**src/rtl/bb_pkg.sv**
```systemverilog
package bb_pkg;

  localparam int BUS_W      = 32;
  localparam int BITS_PER_W = 32;   // alias bytes per target byte: 4 bytes x 8 bits
  localparam int ALIAS_SHR  = $clog2(BITS_PER_W);

  typedef enum logic [1:0] {
    SZ_BYTE = 2'd0,
    SZ_HALF = 2'd1,
    SZ_WORD = 2'd2
  } bb_size_e;

  typedef enum logic [2:0] {
    ST_IDLE,
    ST_RD_REQ,
    ST_RD_WAIT,
    ST_WR_REQ,
    ST_WR_WAIT,
    ST_RESP
  } bb_state_e;

  // Target byte address, aligned down to the access unit.
  function automatic logic [BUS_W-1:0] bb_target_addr(
    input logic [BUS_W-1:0] base,
    input logic [BUS_W-1:0] off,
    input logic [BUS_W-1:0] win_mask,
    input logic [1:0]       sz
  );
    logic [BUS_W-1:0] t;
    t = base | ((off & win_mask) >> ALIAS_SHR);
    case (sz)
      SZ_BYTE: t = t;
      SZ_HALF: t[0] = 1'b0;
      default: t[1:0] = 2'b00;
    endcase
    return t;
  endfunction

  // Bit position within the unit.
  function automatic logic [4:0] bb_bit_index(
    input logic [BUS_W-1:0] off,
    input logic [1:0]       sz
  );
    case (sz)
      SZ_BYTE: return {2'b00, off[4:2]};
      SZ_HALF: return {1'b0, off[5:2]};
      default: return off[6:2];
    endcase
  endfunction

  // All-ones over the bytes a unit occupies.
  function automatic logic [BUS_W-1:0] bb_unit_mask(input logic [1:0] sz);
    case (sz)
      SZ_BYTE: return 32'h0000_00FF;
      SZ_HALF: return 32'h0000_FFFF;
      default: return 32'hFFFF_FFFF;
    endcase
  endfunction

  // One-hot mask, optionally byte-reversed inside the unit.
  function automatic logic [BUS_W-1:0] bb_bit_mask(
    input logic [4:0] idx,
    input logic [1:0] sz,
    input logic       swap
  );
    logic [BUS_W-1:0] m;
    m = 32'd1 << idx;
    if (swap) begin
      case (sz)
        SZ_BYTE: m = m;
        SZ_HALF: m = {16'h0000, m[7:0], m[15:8]};
        default: m = {m[7:0], m[15:8], m[23:16], m[31:24]};
      endcase
    end
    return m;
  endfunction

endpackage

```
**src/rtl/bb_addr_gen.sv**
```systemverilog
module bb_addr_gen
  import bb_pkg::*;
#(
  parameter int          ALIAS_AW    = 25,
  parameter logic [31:0] TARGET_BASE = 32'h2000_0000,
  parameter bit          SWAP_BYTES  = 1'b0
) (
  input  logic [ALIAS_AW-1:0] offset,
  input  logic [1:0]          size,
  output logic [BUS_W-1:0]    tgt_addr,
  output logic [BUS_W-1:0]    bit_mask,
  output logic [BUS_W-1:0]    unit_mask
);
  localparam logic [BUS_W-1:0] WIN_MASK = BUS_W'((64'd1 << ALIAS_AW) - 64'd1);

  logic [BUS_W-1:0] off_ext;
  logic [4:0]       idx;

  assign off_ext   = BUS_W'(offset);
  assign idx       = bb_bit_index(off_ext, size);
  assign tgt_addr  = bb_target_addr(TARGET_BASE, off_ext, WIN_MASK, size);
  assign bit_mask  = bb_bit_mask(idx, size, SWAP_BYTES);
  assign unit_mask = bb_unit_mask(size);
endmodule

```
**src/rtl/bb_bit_alu.sv**
```systemverilog
module bb_bit_alu
  import bb_pkg::*;
(
  input  logic [BUS_W-1:0] unit_in,
  input  logic [BUS_W-1:0] bit_mask,
  input  logic [BUS_W-1:0] unit_mask,
  input  logic             new_bit,
  output logic             bit_out,
  output logic [BUS_W-1:0] unit_out
);
  logic [BUS_W-1:0] merged;

  assign bit_out  = |(unit_in & bit_mask);
  assign merged   = new_bit ? (unit_in | bit_mask) : (unit_in & ~bit_mask);
  assign unit_out = merged & unit_mask;
endmodule

```
**src/rtl/bb_ctrl.sv**
```systemverilog
module bb_ctrl
  import bb_pkg::*;
(
  input  logic      clk,
  input  logic      rst,
  input  logic      s_valid,
  input  logic      is_write,
  input  logic      m_ready,
  input  logic      m_rsp_valid,
  input  logic      m_err,
  output logic      s_ready,
  output logic      m_valid,
  output logic      m_write,
  output logic      m_lock,
  output logic      s_rsp_valid,
  output logic      accept_evt,
  output logic      rd_done_evt,
  output logic      wr_done_evt,
  output bb_state_e state
);
  bb_state_e nxt;

  assign accept_evt  = (state == ST_IDLE) && s_valid;
  assign rd_done_evt = (state == ST_RD_WAIT) && m_rsp_valid;
  assign wr_done_evt = (state == ST_WR_WAIT) && m_rsp_valid;

  always_comb begin
    nxt = state;
    case (state)
      ST_IDLE:    if (s_valid) nxt = ST_RD_REQ;
      ST_RD_REQ:  if (m_ready) nxt = ST_RD_WAIT;
      ST_RD_WAIT: if (m_rsp_valid) nxt = (m_err || !is_write) ? ST_RESP : ST_WR_REQ;
      ST_WR_REQ:  if (m_ready) nxt = ST_WR_WAIT;
      ST_WR_WAIT: if (m_rsp_valid) nxt = ST_RESP;
      ST_RESP:    nxt = ST_IDLE;
      default:    nxt = ST_IDLE;
    endcase
  end

  always_ff @(posedge clk) begin
    if (rst) state <= ST_IDLE;
    else     state <= nxt;
  end

  assign s_ready     = (state == ST_IDLE);
  assign m_valid     = (state == ST_RD_REQ) || (state == ST_WR_REQ);
  assign m_write     = (state == ST_WR_REQ);
  assign m_lock      = is_write && (state inside {ST_RD_REQ, ST_RD_WAIT, ST_WR_REQ, ST_WR_WAIT});
  assign s_rsp_valid = (state == ST_RESP);
endmodule

```
**src/rtl/bitband_bridge.sv**
```systemverilog
module bitband_bridge
  import bb_pkg::*;
#(
  parameter int          ALIAS_AW    = 25,
  parameter logic [31:0] TARGET_BASE = 32'h2000_0000,
  parameter bit          SWAP_BYTES  = 1'b0
) (
  input  logic                clk,
  input  logic                rst,
  input  logic                s_valid,
  output logic                s_ready,
  input  logic                s_write,
  input  logic [1:0]          s_size,
  input  logic [ALIAS_AW-1:0] s_offset,
  input  logic [31:0]         s_wdata,
  output logic                s_rsp_valid,
  output logic [31:0]         s_rdata,
  output logic                s_err,
  output logic                m_valid,
  input  logic                m_ready,
  output logic                m_write,
  output logic                m_lock,
  output logic [1:0]          m_size,
  output logic [31:0]         m_addr,
  output logic [31:0]         m_wdata,
  input  logic                m_rsp_valid,
  input  logic [31:0]         m_rdata,
  input  logic                m_err
);
  logic                req_wr_q;
  logic [1:0]          req_size_q;
  logic [ALIAS_AW-1:0] req_off_q;
  logic                req_bit_q;
  logic [BUS_W-1:0]    unit_q;
  logic                err_q;

  // named internal events
  logic      accept_evt, rd_done_evt, wr_done_evt;
  bb_state_e state;

  logic [BUS_W-1:0] tgt_addr, bit_mask, unit_mask, wb_unit;
  logic             sel_bit;

  bb_ctrl u_ctrl (
    .clk(clk), .rst(rst), .s_valid(s_valid), .is_write(req_wr_q),
    .m_ready(m_ready), .m_rsp_valid(m_rsp_valid), .m_err(m_err),
    .s_ready(s_ready), .m_valid(m_valid), .m_write(m_write), .m_lock(m_lock),
    .s_rsp_valid(s_rsp_valid), .accept_evt(accept_evt),
    .rd_done_evt(rd_done_evt), .wr_done_evt(wr_done_evt), .state(state)
  );

  bb_addr_gen #(.ALIAS_AW(ALIAS_AW), .TARGET_BASE(TARGET_BASE), .SWAP_BYTES(SWAP_BYTES)) u_addr (
    .offset(req_off_q), .size(req_size_q),
    .tgt_addr(tgt_addr), .bit_mask(bit_mask), .unit_mask(unit_mask)
  );

  bb_bit_alu u_alu (
    .unit_in(unit_q), .bit_mask(bit_mask), .unit_mask(unit_mask),
    .new_bit(req_bit_q), .bit_out(sel_bit), .unit_out(wb_unit)
  );

  always_ff @(posedge clk) begin
    if (rst) begin
      req_wr_q   <= 1'b0;
      req_size_q <= SZ_BYTE;
      req_off_q  <= '0;
      req_bit_q  <= 1'b0;
      unit_q     <= '0;
      err_q      <= 1'b0;
    end else begin
      if (accept_evt) begin
        req_wr_q   <= s_write;
        req_size_q <= s_size;
        req_off_q  <= s_offset;
        req_bit_q  <= s_wdata[0];
        err_q      <= 1'b0;
      end
      if (rd_done_evt) unit_q <= m_rdata & unit_mask;
      if ((rd_done_evt || wr_done_evt) && m_err) err_q <= 1'b1;
    end
  end

  assign m_addr  = tgt_addr;
  assign m_size  = req_size_q;
  assign m_wdata = m_write ? wb_unit : '0;
  assign s_err   = s_rsp_valid && err_q;
  assign s_rdata = (s_rsp_valid && !req_wr_q && !err_q) ? {31'b0, sel_bit} : '0;
endmodule

```
**config.mk**
```make
export PLATFORM = sky130hd
export DESIGN_NAME = bitband_bridge
export DESIGN_NICKNAME = d
export VERILOG_FILES = /design/src/rtl/bb_pkg.sv /design/src/rtl/bb_addr_gen.sv /design/src/rtl/bb_bit_alu.sv /design/src/rtl/bb_ctrl.sv /design/src/rtl/bitband_bridge.sv
export SDC_FILE = /design/constraint.sdc
export NUM_CORES = 1
export LEC_CHECK = 0
export ABC_AREA = 0
export ABC_CLOCK_PERIOD_IN_PS = 2690
export BUFFER_PORTS_ARGS = -buffer_cell sky130_fd_sc_hd__buf_2
export CORE_UTILIZATION = 50
export CTS_BUF_LIST = sky130_fd_sc_hd__clkbuf_4 sky130_fd_sc_hd__clkbuf_8
export CTS_CLUSTER_DIAMETER = 40
export DETAILED_ROUTE_END_ITERATION = 8
export MAX_ROUTING_LAYER = met4
export PLACE_DENSITY = 0.85
export SYNTH_ARGS = -nofsm -noshare
export SYNTH_HDL_FRONTEND = slang
export SYNTH_HIERARCHICAL = 1
export SYNTH_SLANG_ARGS = --single-unit
export TNS_END_PERCENT = 1
```
**constraint.sdc**
```tcl
create_clock -name clk -period 2.69 [get_ports clk]
set_clock_uncertainty 0.05 [all_clocks]
set_input_delay 0.1345 -clock clk [delete_from_list [all_inputs] [get_ports clk]]
set_output_delay 0.1345 -clock clk [all_outputs]
set_load 0.02 [all_outputs]
```
Yosys cells after proc, flatten, opt, wreduce, memory -nomap -nowiden
Cells that the tools add are included.
- equal/unequal tests: 11
- shifts and indexed selects: 1
- multiplexer cells: 16
- bitwise logic cells: 6
- reductions and logical operators: 20
- operator list (kind ; count):
    $and 32x32->32 ; 4
    $mux 32 ; 2
    $pmux 32 s2 ; 1
    $not 32->32 ; 1
    $or 32x32->32 ; 1
    $reduce_or 32->1 ; 1
    $shl 1x5->32 const A ; 1
    $mux 3 ; 6
    $pmux 3 s5 ; 1
    $ne 2x2->1 const B ; 5
    $pmux 5 s2 ; 1
    $logic_and 1x1->1 ; 8
    $eq 3x2->1 const B ; 2
    $eq 3x3->1 const B ; 2
    $mux 1 ; 5
    $reduce_and 5->1 ; 1
    $reduce_bool 4->1 ; 1
    $eq 3x1->1 const B ; 1
    $logic_not 3->1 ; 1
    $logic_or 1x1->1 ; 3
    $eq 2x1->1 const B ; 1
    $logic_not 1->1 ; 2
    $logic_not 2->1 ; 1
    $reduce_bool 2->1 ; 1
    $reduce_or 2->1 ; 1
- flip-flop bits (word level): 65
- input bits: 98
- output and inout port bits: 104
- logic and storage cells: 61

Logic depth before layout (Yosys ltp)
- depth after elaboration: 8
- mapped depth: 10
- gate-level depth less buffers: 7

By module
Netlist, hierarchy kept.
- modules (own cells, without submodules) (module ; instances ; cells each ; area an instance (µm²) ; sequential area each (µm²)):
    bitband_bridge ; 1 ; 307 ; 3238.1 ; 1241.2
    bb_addr_gen ; 1 ; 115 ; 793.3 ; 0.0
    bb_bit_alu ; 1 ; 88 ; 694.4 ; 0.0
    bb_ctrl ; 1 ; 28 ; 235.2 ; 60.1

Worst setup path after synthesis
Ideal clock, no wire load.
- path type: flip-flop to output port
- start point: reg req_size_q[1] (netlist: m_size[1])
- end point: out s_rdata[0]
- arrival: 1971 ps
- required time: 2506 ps
- slack: 535 ps
- cell stages (with the launch flop): 11
- path buffers: 3
- cell sequence: dfxtp_1 buf_6 and2_4 buf_6 buf_6 nor3_1 a22oi_1 nand4_1 or4_1 nand2_1 nor3_1
- word-level cells in the longest chain between the ends: 6
- elaborated cells on any way between the ends: 7
- classes of those cells: eq/ne (1); shift (1); mux (2); bitwise (1); reduce/logical (2)
- RTL lines (what ; RTL line ; text):
    start, declared ; bitband_bridge.sv:31 ; logic [1:0] req_size_q;
    start signal, assigned ; bitband_bridge.sv:73 ; req_size_q <= s_size;
    $eq 2x1->1 / $logic_not 2->1 (equally long branches) ; bb_pkg.sv:44 ; case (sz)
    $pmux 5 s2 (*) ; bb_pkg.sv:44 ;
    $shl 1x5->32 (*) ; bb_pkg.sv:67 ; m = 32'd1 << idx;
    named net bit_mask[0] ; bitband_bridge.sv:41 ; logic [BUS_W-1:0] tgt_addr, bit_mask, unit_mask, wb_unit;
    $and 32x32->32 (*) ; bb_bit_alu.sv:13 ; assign bit_out = |(unit_in & bit_mask);
    $reduce_or 32->1 (*) ; bb_bit_alu.sv:13 ;
    named net sel_bit ; bitband_bridge.sv:42 ; logic sel_bit;
    $mux 1 (*) ; bitband_bridge.sv:87 ; assign s_rdata = (s_rsp_valid && !req_wr_q && !err_q) ? {31'b0, sel_bit} : '0;
    end, declared ; bitband_bridge.sv:17 ; output logic [31:0] s_rdata,
The timed path passes the listed nets; every way through them passes the cells marked *.

Final worst setup path
- start point: reg req_off_q[5]
- end point: out s_rdata[0]
- word-level cells in the longest chain between the ends: 5
- RTL lines (what ; RTL line ; text):
    start, declared ; bitband_bridge.sv:32 ; logic [ALIAS_AW-1:0] req_off_q;
    start signal, assigned ; bitband_bridge.sv:74 ; req_off_q <= s_offset;
    $pmux 5 s2 ; bb_pkg.sv:44 ;
    $shl 1x5->32 ; bb_pkg.sv:67 ;
    named net bit_mask[18] ; bitband_bridge.sv:41 ;
    $and 32x32->32 ; bb_bit_alu.sv:13 ;
    $reduce_or 32->1 ; bb_bit_alu.sv:13 ;
    named net sel_bit ; bitband_bridge.sv:42 ;
    $mux 1 ; bitband_bridge.sv:87 ;
The timed path passes the listed nets, and every way through them passes these cells.

==> flow_summary_export.csv <==
group,metric,value,unit
floorplanning,die_y,101,um
sta,layout_worst_path_cycle_share,96.2,%
detailed_routing,routedWlPerCell,14.4,um
cts,clkTransAtPathRegs,0.07,ns
pwr,powerDensity,433,nW/um2
floorplanning,io_pins,202,
detailed_routing,drtAntennaViolNets,0,
worst_setup_path,critPathKind,"register to primary output",
global_route,overflow,0,
synthesis,syn_area_per_cell,9.20,um2
global_route,grt_pass1_vias,3901,
floorplanning,dieArea,10200,um2
pwr,p_clk_share,34.7,%
layout,final_util,60.5,%
cts,numCtsBuffers,9,
global_route,grt_max_degree,37,
floorplanning,die_x,101,um
place,place_ws,0.390,ns
detailed_routing,dr.pass1.iters,4,
detailed_routing,drtIter0Drc,141,
place,dp_hpwl,7.93,mm
worst_setup_path,endpoint_kind,"primary output",
sta,layout_setup_ws,0.103,ns
detailed_routing,route.detailed.drc,0,
worst_setup_path,crit_arrival,2.40,ns
sta,period_minus_slack,2.59,ns
worst_setup_path,crit_path_max_fanout,8,
floorplanning,rows,35,
detailed_routing,highest-signal-layer,"met4",
layout,syn_to_final_growth,15.8,%
cts,clkSinkCount,63,
sta,hold_ws,0.00994,ns
pwr,worst_ir_drop_vdd,0.000205,V
global_route,antenna_found_initial,0,
layout,layout-drive-gt1-share,39.7,%
synthesis,syn_area,4890,um2
cts,cts-root-buf,"clkbuf_8",
global_route,grtUsageTotal,23.7,%
hold_path,hp-class,"primary input to register",
detailed_routing,vias,3855,
synthesis,postSynthCellCount,532,
outcome,status,"completed",
pwr,switching_share,30.5,%
sta,setup_viol,0,
worst_setup_path,reg2reg_slack,0.74,ns
detailed_routing,route.met2.wl,5.71,mm
pwr,p_int,1.71,mW
global_route,grt_pass1_wl,18.2,mm
layout,finalNonFillerCells,781,
pwr,seq_power_share,41.8,%
layout,n_fill_cell,815,
detailed_routing,routed_wl,11.2,mm
cts,clk_latency,0.34,ns
sta,max_slew_margin,44.1,%
layout,diodes,0,
sta,slew_viol_final,0,
sta,worst_pin_slew,0.838,ns
detailed_routing,via_per_inst,4.94,
worst_setup_path,required,2.51,ns
run,drv_cap,0,
place,dp_cells,724,
synthesis,yosys_warnings,6,
cts,cts.path.max_buffers,2,
sta,clock.fmax,387,MHz
detailed_routing,met1_length,4.70,mm
worst_setup_path,start_kind,"register",
pwr,p_comb_share,23.5,%
cts,cts_tree,"yes",
pwr,p_leak,2.21,nW
floorplanning,start_util,52.2,%
place,port_buffers,125,
cts,ctsHtreeMaxLevel,3,
floorplanning,core-area,9370,um2
sta,hold_violations,0,
layout,fin_nets,746,
detailed_routing,wl_met3,588,um
pwr,power.switching,0.750,mW
place,finalWeightedCongestion,0.891,
## worst max-delay path, stage by stage, from the launching register on
cell and delay, ns:
dfxtp_4 0.39, nand3b_1 0.30, buf_4 0.18, nor2_1 0.06, a22oi_1 0.21, nand4_1 0.15, or4_1 0.49, nand2_1 0.10
nor3_1 0.04, buf_2 0.16
## path summary, 6_finish.rpt
path / depth (start not counted) / end / start
worst max-delay path: 9 / s_rdata[0] / req_off_q[5]
worst min-delay path: 3 / unit_q[18] / m_rdata[18]
worst max register to register: 4 / unit_q[20] / u_ctrl/state[1]
worst min register to register: 2 / req_off_q[21] / req_off_q[21]
## per-layer routing
layer | vias to the layer above | track usage, %
li1 | 1880 | -
met1 | 1788 | 25.9
met2 | 163 | 43.4
met3 | 24 | 3.54
met4 | 0 | 8.81
met5 | - | -
## registers in the layout (all words and copies together) (netlist names)
| name | count |
|---|---|
| req_wr_q | 1 |
| u_ctrl/state | 3 |
| req_bit_q | 1 |
| err_q | 1 |
| unit_q | 32 |
| m_size | 2 |
| req_off_q | 23 |
## power groups by stage
stage,Sequential [mW],Clock (mW),Combinational [mW]
after floorplan,1.03,0,0.543
after global placement,1.04,0,0.513
after detailed placement,1.04,0,0.526
after CTS,1.02,0.883,0.572
after global routing,1.03,0.918,0.624
final,1.03,0.852,0.576
## final cells by class
class	instances	area [um2]	area share, %
Sequential cell	63	1270	22.4
Timing Repair Buffer	178	1150	20.3
Multi-Input combinational cell	394	2880	50.8
Clock buffer	12	159	2.80
Tap cell	129	161	2.85
Clock inverter	3	42.5	0.751
Inverter	2	7.51	0.132
## stage by stage
stage                     total power, mW  TNS (ns)  cell area (um2)
after CTS                            2.48         0             5640
after global routing                 2.58   -0.0237             5670
after detailed placement             1.57         0             5030
after global placement               1.55         0             5030
final                                2.46         0             5670
after floorplan                      1.58         0             5070
## cells in the final DEF (no fill, tap or decap), types with 4 or more instances in the layout
cell type and count:
a21oi_1 5, a21oi_2 31, a22oi_1 13, and2_1 34, buf_2 125, buf_4 10, clkbuf_8 11, conb_1 51
dfxtp_1 58, dfxtp_2 4, dlygate4sd3_1 41, mux2i_1 59, nand2b_1 14, nand2b_4 20, nand3_1 4, nand3_2 30
nand3b_1 4, nand4_1 4, nor2_1 45, nor2b_1 33, nor3_1 11, nor3_2 7
## timing repair
action,CTS,global route
resized for setup,0,10
hold endpoints to repair,41,0
hold buffers,41,0
setup endpoints to repair,0,9
setup buffers,0,1
Power figures use the tool's default switching activity.
